===== src/rtl/lfr_pkg.sv =====
package lfr_pkg;

    localparam int STATE_W = 3;

    typedef enum logic [STATE_W-1:0] {
        TS_READY      = 3'd0,
        TS_WAIT_RETRY = 3'd1,
        TS_WAIT_RSP   = 3'd2,
        TS_DONE       = 3'd3,
        TS_BLOCKED    = 3'd4
    } thr_state_e;

endpackage


===== src/rtl/lfr_thread_fsm.sv =====
module lfr_thread_fsm
    import lfr_pkg::*;
(
    input  logic       clk,
    input  logic       rst_n,
    input  logic       squash_i,
    input  logic       stall_i,
    input  logic       issue_i,
    input  logic       issue_acc_i,
    input  logic       resend_acc_i,
    input  logic       fill_i,
    output thr_state_e state_o,
    output logic       ready_o
);

    thr_state_e state_q;
    thr_state_e state_d;

    always_ff @(posedge clk) begin
        if (!rst_n) state_q <= TS_READY;
        else        state_q <= state_d;
    end

    always_comb begin
        state_d = state_q;
        if (squash_i) begin
            state_d = TS_READY;
        end else begin
            unique case (state_q)
                TS_READY, TS_DONE: begin
                    if (stall_i)              state_d = TS_BLOCKED;
                    else if (issue_i)         state_d = issue_acc_i ? TS_WAIT_RSP : TS_WAIT_RETRY;
                    else                      state_d = TS_READY;
                end
                TS_WAIT_RETRY: if (resend_acc_i) state_d = TS_WAIT_RSP;
                TS_WAIT_RSP:   if (fill_i)       state_d = stall_i ? TS_BLOCKED : TS_DONE;
                TS_BLOCKED:    if (!stall_i)     state_d = TS_READY;
                default:                         state_d = TS_READY;
            endcase
        end
    end

    always_comb begin
        state_o = state_q;
        ready_o = (state_q == TS_READY || state_q == TS_DONE) && !stall_i && !squash_i;
    end


    wait_retry_hold_chk: assert property (@(posedge clk) disable iff (!rst_n)
        (state_q == TS_WAIT_RETRY && !squash_i && !resend_acc_i) |=> state_q == TS_WAIT_RETRY);


    fill_needs_wait_chk: assert property (@(posedge clk) disable iff (!rst_n)
        fill_i |-> state_q == TS_WAIT_RSP);


    squash_ready_chk: assert property (@(posedge clk) disable iff (!rst_n)
        squash_i |=> state_q == TS_READY);

endmodule


===== src/rtl/lfr_retry_slot.sv =====
module lfr_retry_slot #(
    parameter int NUM_THR = 2,
    parameter int ADDR_W  = 32,
    parameter int TID_W   = 1
) (
    input  logic                clk,
    input  logic                rst_n,
    input  logic                save_i,
    input  logic [ADDR_W-1:0]   save_addr_i,
    input  logic [TID_W:0]      save_tag_i,
    input  logic                retry_i,
    input  logic                send_ready_i,
    input  logic [NUM_THR-1:0]  squash_i,
    output logic                resend_o,
    output logic                resend_acc_o,
    output logic [ADDR_W-1:0]   slot_addr_o,
    output logic [TID_W:0]      slot_tag_o,
    output logic                blocked_o
);

    logic              slot_v_q;
    logic              blocked_q;
    logic [ADDR_W-1:0] slot_addr_q;
    logic [TID_W:0]    slot_tag_q;
    logic              owner_sq;

    always_comb begin
        owner_sq = 1'b0;
        for (int i = 0; i < NUM_THR; i++) begin
            if (squash_i[i] && slot_tag_q[TID_W-1:0] == TID_W'(i)) owner_sq = 1'b1;
        end
    end

    assign resend_o     = retry_i && slot_v_q && !owner_sq;
    assign resend_acc_o = resend_o && send_ready_i;

    always_ff @(posedge clk) begin
        if (!rst_n) begin
            slot_v_q    <= 1'b0;
            blocked_q   <= 1'b0;
            slot_addr_q <= '0;
            slot_tag_q  <= '0;
        end else if (slot_v_q && owner_sq) begin
            slot_v_q  <= 1'b0;
            blocked_q <= 1'b0;
        end else if (resend_acc_o) begin
            slot_v_q  <= 1'b0;
            blocked_q <= 1'b0;
        end else if (save_i) begin
            slot_v_q    <= 1'b1;
            blocked_q   <= 1'b1;
            slot_addr_q <= save_addr_i;
            slot_tag_q  <= save_tag_i;
        end else if (retry_i && !slot_v_q) begin
            blocked_q <= 1'b0;
        end
    end

    assign slot_addr_o = slot_addr_q;
    assign slot_tag_o  = slot_tag_q;
    assign blocked_o   = blocked_q;


    save_when_free_chk: assert property (@(posedge clk) disable iff (!rst_n)
        save_i |-> !blocked_q);


    empty_retry_chk: assert property (@(posedge clk) disable iff (!rst_n)
        (retry_i && !slot_v_q && !save_i) |=> !blocked_q);


    owner_squash_chk: assert property (@(posedge clk) disable iff (!rst_n)
        (slot_v_q && owner_sq) |=> (!slot_v_q && !blocked_q));

endmodule


===== src/rtl/lfr_line_buf.sv =====
module lfr_line_buf #(
    parameter int NUM_THR = 2,
    parameter int ADDR_W  = 32,
    parameter int DATA_W  = 512,
    parameter int TID_W   = 1
) (
    input  logic                              clk,
    input  logic                              rst_n,
    input  logic [NUM_THR-1:0]                issue_i,
    input  logic [ADDR_W-1:0]                 issue_addr_i,
    input  logic [NUM_THR-1:0]                fill_i,
    input  logic [DATA_W-1:0]                 fill_data_i,
    input  logic [TID_W-1:0]                  rd_tid_i,
    output logic [NUM_THR-1:0][ADDR_W-1:0]    tag_o,
    output logic [NUM_THR-1:0]                valid_o,
    output logic [NUM_THR-1:0]                epoch_o,
    output logic [DATA_W-1:0]                 rd_data_o,
    output logic [ADDR_W-1:0]                 rd_tag_o
);

    logic [DATA_W-1:0] data_a [NUM_THR];

    for (genvar i = 0; i < NUM_THR; i++) begin : g_entry
        logic [ADDR_W-1:0] tag_r;
        logic              valid_r;
        logic              epoch_r;
        logic [DATA_W-1:0] data_r;

        always_ff @(posedge clk) begin
            if (!rst_n) begin
                tag_r   <= '0;
                valid_r <= 1'b0;
                epoch_r <= 1'b0;
                data_r  <= '0;
            end else if (issue_i[i]) begin
                tag_r   <= issue_addr_i;
                valid_r <= 1'b0;
                epoch_r <= ~epoch_r;
            end else if (fill_i[i]) begin
                data_r  <= fill_data_i;
                valid_r <= 1'b1;
            end
        end

        assign tag_o[i]   = tag_r;
        assign valid_o[i] = valid_r;
        assign epoch_o[i] = epoch_r;
        assign data_a[i]  = data_r;


        issue_clear_chk: assert property (@(posedge clk) disable iff (!rst_n)
            issue_i[i] |=> (!valid_r && tag_r == $past(issue_addr_i)));
    end

    always_comb begin
        rd_data_o = '0;
        rd_tag_o  = '0;
        for (int i = 0; i < NUM_THR; i++) begin
            if (rd_tid_i == TID_W'(i)) begin
                rd_data_o = data_a[i];
                rd_tag_o  = tag_o[i];
            end
        end
    end

endmodule


===== src/rtl/line_fetch_req.sv =====
module line_fetch_req
    import lfr_pkg::*;
#(
    parameter int NUM_THR    = 2,
    parameter int ADDR_W     = 32,
    parameter int LINE_BYTES = 64,
    parameter int CNT_W      = 16,
    localparam int TID_W     = (NUM_THR > 1) ? $clog2(NUM_THR) : 1,
    localparam int DATA_W    = LINE_BYTES * 8
) (
    input  logic                        clk,
    input  logic                        rst_n,
    input  logic                        fetch_valid,
    input  logic [TID_W-1:0]            fetch_tid,
    input  logic [ADDR_W-1:0]           fetch_addr,
    input  logic                        fetch_priv,
    input  logic                        intr_pending,
    input  logic                        switched_out,
    input  logic [NUM_THR-1:0]          squash,
    input  logic [NUM_THR-1:0]          stall,
    output logic                        mem_req_valid,
    output logic [ADDR_W-1:0]           mem_req_addr,
    output logic [TID_W:0]              mem_req_tag,
    input  logic                        mem_req_ready,
    input  logic                        mem_retry,
    input  logic                        mem_rsp_valid,
    input  logic [ADDR_W-1:0]           mem_rsp_addr,
    input  logic [TID_W:0]              mem_rsp_tag,
    input  logic [DATA_W-1:0]           mem_rsp_data,
    output logic                        fetch_hit,
    output logic                        port_blocked,
    output logic [NUM_THR*STATE_W-1:0]  thr_state,
    output logic [NUM_THR-1:0]          line_valid,
    input  logic [TID_W-1:0]            rd_tid,
    output logic [DATA_W-1:0]           rd_data,
    output logic [ADDR_W-1:0]           rd_tag,
    output logic [CNT_W-1:0]            drop_count
);

    localparam logic [ADDR_W-1:0] OFF_MASK = ADDR_W'(LINE_BYTES - 1);

    logic [ADDR_W-1:0]              aligned;
    logic                           gate_open;
    logic [NUM_THR-1:0][ADDR_W-1:0] buf_tag;
    logic [NUM_THR-1:0]             buf_valid;
    logic [NUM_THR-1:0]             buf_epoch;
    logic [NUM_THR-1:0]             thr_ready;
    logic [NUM_THR-1:0]             hit_vec;
    logic [NUM_THR-1:0]             issue_vec;
    logic [NUM_THR-1:0]             fill_vec;
    logic [NUM_THR-1:0]             resend_acc_vec;
    logic                           issue_any;
    logic                           issue_ep;
    logic                           save;
    logic                           resend;
    logic                           resend_acc;
    logic [ADDR_W-1:0]              slot_addr;
    logic [TID_W:0]                 slot_tag;
    logic                           blocked;
    logic [TID_W-1:0]               rsp_tid;
    logic                           rsp_ep;
    logic [CNT_W-1:0]               drop_q;

    assign aligned   = fetch_addr & ~OFF_MASK;
    assign gate_open = !blocked && !switched_out && !(intr_pending && !fetch_priv);
    assign rsp_tid   = mem_rsp_tag[TID_W-1:0];
    assign rsp_ep    = mem_rsp_tag[TID_W];

    for (genvar i = 0; i < NUM_THR; i++) begin : g_thr
        thr_state_e st;
        logic       want;
        logic       match;

        assign match = buf_valid[i] && (buf_tag[i] == aligned);
        assign want  = fetch_valid && (fetch_tid == TID_W'(i)) && thr_ready[i] && gate_open;
        assign hit_vec[i]   = want && match;
        assign issue_vec[i] = want && !match;
        assign fill_vec[i]  = mem_rsp_valid && (rsp_tid == TID_W'(i)) && (st == TS_WAIT_RSP)
                              && (rsp_ep == buf_epoch[i]) && (mem_rsp_addr == buf_tag[i])
                              && !squash[i] && !switched_out;
        assign resend_acc_vec[i] = resend_acc && (slot_tag[TID_W-1:0] == TID_W'(i));

        lfr_thread_fsm u_fsm (
            .clk          (clk),
            .rst_n        (rst_n),
            .squash_i     (squash[i]),
            .stall_i      (stall[i]),
            .issue_i      (issue_vec[i]),
            .issue_acc_i  (mem_req_ready),
            .resend_acc_i (resend_acc_vec[i]),
            .fill_i       (fill_vec[i]),
            .state_o      (st),
            .ready_o      (thr_ready[i])
        );

        assign thr_state[i*STATE_W +: STATE_W] = st;
    end

    assign issue_any = |issue_vec;
    assign issue_ep  = |(issue_vec & ~buf_epoch);
    assign save      = issue_any && !mem_req_ready;

    lfr_retry_slot #(
        .NUM_THR (NUM_THR),
        .ADDR_W  (ADDR_W),
        .TID_W   (TID_W)
    ) u_slot (
        .clk          (clk),
        .rst_n        (rst_n),
        .save_i       (save),
        .save_addr_i  (aligned),
        .save_tag_i   ({issue_ep, fetch_tid}),
        .retry_i      (mem_retry),
        .send_ready_i (mem_req_ready),
        .squash_i     (squash),
        .resend_o     (resend),
        .resend_acc_o (resend_acc),
        .slot_addr_o  (slot_addr),
        .slot_tag_o   (slot_tag),
        .blocked_o    (blocked)
    );

    lfr_line_buf #(
        .NUM_THR (NUM_THR),
        .ADDR_W  (ADDR_W),
        .DATA_W  (DATA_W),
        .TID_W   (TID_W)
    ) u_buf (
        .clk          (clk),
        .rst_n        (rst_n),
        .issue_i      (issue_vec),
        .issue_addr_i (aligned),
        .fill_i       (fill_vec),
        .fill_data_i  (mem_rsp_data),
        .rd_tid_i     (rd_tid),
        .tag_o        (buf_tag),
        .valid_o      (buf_valid),
        .epoch_o      (buf_epoch),
        .rd_data_o    (rd_data),
        .rd_tag_o     (rd_tag)
    );

    always_comb begin
        mem_req_valid = issue_any || resend;
        mem_req_addr  = resend ? slot_addr : aligned;
        mem_req_tag   = resend ? slot_tag  : {issue_ep, fetch_tid};
    end

    always_ff @(posedge clk) begin
        if (!rst_n) drop_q <= '0;
        else if (mem_rsp_valid && !(|fill_vec) && drop_q != {CNT_W{1'b1}}) drop_q <= drop_q + 1'b1;
    end

    assign fetch_hit    = |hit_vec;
    assign port_blocked = blocked;
    assign line_valid   = buf_valid;
    assign drop_count   = drop_q;


    req_align_chk: assert property (@(posedge clk) disable iff (!rst_n)
        mem_req_valid |-> (mem_req_addr & OFF_MASK) == '0);


    gate_hold_chk: assert property (@(posedge clk) disable iff (!rst_n)
        (!port_blocked && (switched_out || (intr_pending && !fetch_priv))) |-> (!mem_req_valid && !fetch_hit));


    hit_no_req_chk: assert property (@(posedge clk) disable iff (!rst_n)
        fetch_hit |-> !mem_req_valid);


    drop_quiet_chk: assert property (@(posedge clk) disable iff (!rst_n)
        !mem_rsp_valid |=> $stable(drop_count));

endmodule


===== config.mk =====
export PLATFORM = sky130hd
export DESIGN_NAME = line_fetch_req
export DESIGN_NICKNAME = d
export VERILOG_FILES = /design/src/rtl/lfr_pkg.sv /design/src/rtl/lfr_thread_fsm.sv /design/src/rtl/lfr_retry_slot.sv /design/src/rtl/lfr_line_buf.sv /design/src/rtl/line_fetch_req.sv
export SDC_FILE = /design/constraint.sdc
export NUM_CORES = 2
export LEC_CHECK = 0
export ABC_AREA = 1
export BUFFER_PORTS_ARGS = -buffer_cell sky130_fd_sc_hd__buf_2
export CORE_AREA = 2 2 468 470
export DETAILED_ROUTE_END_ITERATION = 10
export DIE_AREA = 0 0 470 472
export PLACE_DENSITY_LB_ADDON = 0.3
export SYNTH_ARGS = -nofsm -noshare
export SYNTH_HDL_FRONTEND = slang
export SYNTH_SLANG_ARGS = --single-unit

===== constraint.sdc =====
create_clock -name clk -period 5.1 [get_ports clk]
set_input_delay 1.53 -clock clk [delete_from_list [all_inputs] [get_ports clk]]
set_output_delay 1.53 -clock clk [all_outputs]
set_load 0.01 [all_outputs]

# ---- Word-level counts from Yosys, hierarchy flattened
# Cells that the tools add are included.
dict set report totals {
  regBits 1132
  elab_cells 151
}
dict set report op_classes {
  add_sub_neg 1
  eq_ne 21
  n_mux 23
  bitwise 12
  n_reduce_logical 79
}
# cell n
set op_table {}
lappend op_table {{$mux W512} 1}
lappend op_table {{$eq A32 B32 Y1} 2}
lappend op_table {{$mux W32} 2}
lappend op_table {{$eq A26 B26 Y1} 2}
lappend op_table {{$logic_and A1 B1 Y1} 43}
lappend op_table {{$mux W3} 12}
lappend op_table {{$pmux W3 S4} 2}
lappend op_table {{$reduce_or A2 Y1} 10}
lappend op_table {{$add A16 B1 Y16 const B} 1}
lappend op_table {{$ne A16 B16 Y1 const B} 1}
lappend op_table {{$logic_not A1 Y1} 14}
lappend op_table {{$eq A3 B2 Y1 const B} 4}
lappend op_table {{$not A1 Y1} 10}
lappend op_table {{$reduce_and A3 Y1} 3}
lappend op_table {{$ne A2 B1 Y1 const B} 4}
lappend op_table {{$eq A3 B1 Y1 const B} 2}
lappend op_table {{$eq A3 B3 Y1 const B} 2}
lappend op_table {{$logic_not A3 Y1} 2}
lappend op_table {{$mux W1} 4}
lappend op_table {{$mux W2} 2}
lappend op_table {{$ne A2 B2 Y1 const B} 2}
lappend op_table {{$reduce_and A2 Y1} 2}
lappend op_table {{$logic_or A1 B1 Y1} 3}
lappend op_table {{$reduce_or A3 Y1} 1}
lappend op_table {{other kinds (4)} 5}

# ---- Depth between registers and ports, before layout
dict set report logic_depth {
  depth_word 11
  depth_mapped 16
  ltp_nobuf 14
}

# ---- Hierarchy
# A second synthesis with hierarchy kept.
dict set report hier_totals {
  hier_cells 9244
  area_unflattened_um2 56913.3
}
# mod instances cells_each area_each_um2 seq_area_each_um2
set modules_own_cells {}
lappend modules_own_cells {lfr_line_buf 1 8139 50946.4 21861.0}
lappend modules_own_cells {line_fetch_req 1 712 3569.7 320.3}
lappend modules_own_cells {lfr_retry_slot 1 309 1901.8 720.7}
lappend modules_own_cells {lfr_thread_fsm 2 42 247.7 60.1}

# ---- Worst setup path after synthesis
# No wires, ideal clock.
dict set report synth_path {
  kind {input to output}
  start {input port rd_tid}
  end {output port rd_data[483]}
  t_arrival_ps 2893
  t_required_ps 3570
  setup_slack_ps 677
  cell_stages 5
  path_buffers 4
  cell_sequence {clkbuf_1 -> clkbuf_1 -> clkbuf_1 -> buf_2 -> mux2_2}
}
dict set report synth_between {
  elab_chain_len 1
}
# element line
set synth_lines {}
lappend synth_lines {{start, declared} line_fetch_req.sv:34} ;# input logic [TID_W-1:0] rd_tid,
lappend synth_lines {{$mux W512} lfr_line_buf.sv:59} ;# if (rd_tid_i == TID_W'(i)) begin
lappend synth_lines {{end, declared} line_fetch_req.sv:35} ;# output logic [DATA_W-1:0] rd_data,
# No other way between the ends.

# ---- Worst setup path in the final report
dict set report layout_path {
  start {input port fetch_addr[20]}
  end {output port mem_req_tag[1]}
}
dict set report layout_between {
  elab_chain_len 7
  word_cells_on_any_way 11
  classes_between {eq/ne (2); mux (1); bitwise (1); reduce/logical (7)}
}
# element line
set layout_lines {}
lappend layout_lines {{start, declared} line_fetch_req.sv:15} ;# input logic [ADDR_W-1:0] fetch_addr,
lappend layout_lines {{$eq A26 B26 Y1} line_fetch_req.sv:74} ;# assign match = buf_valid[i] && (buf_tag[i] == aligned);
lappend layout_lines {{$logic_and A1 B1 Y1} line_fetch_req.sv:74}
lappend layout_lines {{$logic_not A1 Y1} line_fetch_req.sv:77} ;# assign issue_vec[i] = want && !match;
lappend layout_lines {{$logic_and A1 B1 Y1} line_fetch_req.sv:77}
lappend layout_lines {{$and A2 B2 Y2 (*)} line_fetch_req.sv:100} ;# assign issue_ep = |(issue_vec & ~buf_epoch);
lappend layout_lines {{$reduce_or A2 Y1 (*)} line_fetch_req.sv:100}
lappend layout_lines {{$mux W2 (*)} line_fetch_req.sv:146} ;# mem_req_tag = resend ? slot_tag : {issue_ep, fetch_tid};
lappend layout_lines {{end, declared} line_fetch_req.sv:23} ;# output logic [TID_W:0] mem_req_tag,
# Mark *: on every way between the ends. The rest lies on a longest branch, timed or not.

==> run metrics <==
status finished, final reports clean; Pwr per Cell Area 327 nW/um^2; vias in the first global route 43300; Post-CTS Resized 0; type of origin of the critical path input pin; via count 44400; crit path DAT around 3.4 ns; 1st-iter DRT viols slightly above 3000; CTS H-tree lvls 4; Die X about 470 um; grt total ovfl 0; Post-DRT Antenna Nets 0; DIE AREA 222000 um^2; clock slew at reported path FFs 0.05 ns; min-delay worst type flip-flop to flip-flop; num ports roughly 1200; antenna violations before repair 108; Area contributors post-synth dfxtp_1 47%, o21ai_0 12%, mux2_2 12%, a21oi_1 12%, inv_1 5.0%; Starting Density 22.1%; synthesis-to-layout area growth 28.3%; first-pass GRT wire length roughly 290000 um; top cell type's share of synthesized area 47.4%; period utilization about 96%; Slew headroom between 30% and 40%; Crit path required time 3.57 ns; library cells used by synthesis 34; routed len/inst 20.2 um; area leader, netlist dfxtp_1; dpl hpwl approximately 150000 um; crit-path max FO 5; setup tns final 0 ns; pin count of the biggest net entering global routing 177; leakage power 28.8 nW; worst-margin pin slew 0.940 ns; CTS Buf Count 137; R2R setup slack between 1.5 and 2 ns; fin nets roughly 7400; Crit. End Element primary output; RSZ-0062 raised after global routing false; VDD IR max between 0.3 and 0.4 mV; worst hold stages 2; GP Congestion 0.942; Routed WL 198000 um; Max Buffers Root-to-Sink 3; Synth Register Bits 1132; # Max-Cap Violations 0; clock sinks 1132; Syn Area/Cell 8.26 um^2; vias per cell 4.54; drc violations 0; maximum clock rate 203 MHz; TritonCTS clock tree done; total power 20.1 mW; Tot GR Track Use 17.0%; Slew Limit Fails 0; min cycle time layout 4.92 ns; drt pass-1 iters 6; hold violation count in the final report 0; Port Buf Inserts 1179; CP Class input pin to primary output; CTS root buf clkbuf_16; die extent in y 472 um; Post-CTS Hold Buffers 0; leading cell type in the layout, fill and taps excluded buf_2; register area share after synthesis 47.4%; reg2reg path depth 11; Yosys warning total 0; postcts setup bufs 0; Mapped Area 47800 um^2; share of layout cells above drive strength 1 29.7%; # rows 171; # setup viols final 0; commonest cells after routing, fill and taps aside 1177 x buf_2, 1157 x o21ai_0, 1132 x dfxtp_1; later-pin clock latency in the skew report 0.79 ns; Setup Skew about 0.049 ns; core area 217000 um^2; cell count after synthesis a little under 6000
-- area by class of cell --
| type | count | area, um^2 |
|---|---|---|
| diodes | 49 | 123 |
| multi-input cells | 3554 | 20600 |
| clock buffers | 203 | 4010 |
| inverters | 652 | 2450 |
| repair buffers | 1294 | 7300 |
| flip-flops and latches | 1132 | 22700 |
| well taps | 2854 | 3570 |
| clock inverters | 42 | 646 |
| fillers | 23400 | 155000 |
-- report_power, final --
part	switching, mW	internal [mW]	total [mW]
registers	0.0155	8.86	8.87
logic	0.696	0.404	1.10
clock network	4.17	5.91	10.1
-- per-stage QoR --
step                      util, %  hold WS (ns)  worst slack, ns  cells  area [um^2]
after floorplan                 -         0.444            0.677   5802        47800
after global placement       26.1         0.460            0.158   9486        56500
after detailed placement     26.1         0.467            0.213   9486        56500
after CTS                    28.3         0.474            0.206   9731        61200
after global routing         28.3         0.500           0.0769   9754        61300
final                        28.3         0.473            0.183   9780        61300
-- cell usage after synthesis (all sizes together) --
master / count
clkbuf: 189
nor2: 154
ha: 1
a21boi: 2
inv: 651
and2: 1
dfxtp: 1132
clkinv: 1
a211oi: 1
o21ai: 1164
nand3b: 2
mux2: 512
o21a: 1
nand2: 419
o31ai: 1
xnor2: 29
nor3: 7
or2: 2
nand4: 33
conb: 1
nand3: 63
a21oi: 1131
buf: 275
o21bai: 1
xor2: 18
-- worst paths after layout --
check	from	to
worst max-delay path	fetch_addr[20]	mem_req_tag[1]
worst min-delay path	u_buf.g_entry[0].epoch_r	u_buf.g_entry[0].epoch_r
worst max register to register	g_thr[1].u_fsm.state_o[0]	u_buf.g_entry[1].data_r[368]
worst min register to register	u_buf.g_entry[0].epoch_r	u_buf.g_entry[0].epoch_r
-- registers in the layout, summed over array words and instances, names as in the netlist, 2 cells and up --
signal,count
drop_count,16
g_thr.u_fsm.state_o,6
u_buf.g_entry.data_r,1024
u_buf.g_entry.epoch_r,2
u_buf.g_entry.tag_r,52
u_buf.g_entry.valid_r,2
u_slot.slot_addr_o,26
u_slot.slot_tag_o,2
-- layer usage --
metal  up-vias  track usage, %  part of all wire, %
met5         -               0                 0.21
met4        64            6.04                  3.4
met3       366            6.54                  9.6
met2      1478            26.8                   44
met1     21000            21.1                   42
li1      21500               -                    -
-- cells by family (layout without fill, tap and decap cells) --
group,Yosys count,after routing,share of synthesized area [%]
other cells,1,61,0.00784
xor+xnor,47,47,0.861
fa+ha+maj,1,1,0.0262
compound gates,2301,2301,24.1
buf+inv,1116,2191,9.73
mux,512,512,12.1
simple gates,681,681,5.80
flops,1132,1132,47.4
-- worst max-delay path: stages --
cell and delay (ns):
buf_2 0.13, inv_1 0.07, nand2_1 0.05, nand2_1 0.20, nand2_1 0.08, nor2_1 0.20
nand3_1 0.27, o21ai_4 0.23, or2_2 0.14, nand2_1 0.07, nand2_1 0.06, o21ai_0 0.16
buf_2 0.20
Power figures use the tool's default switching activity.
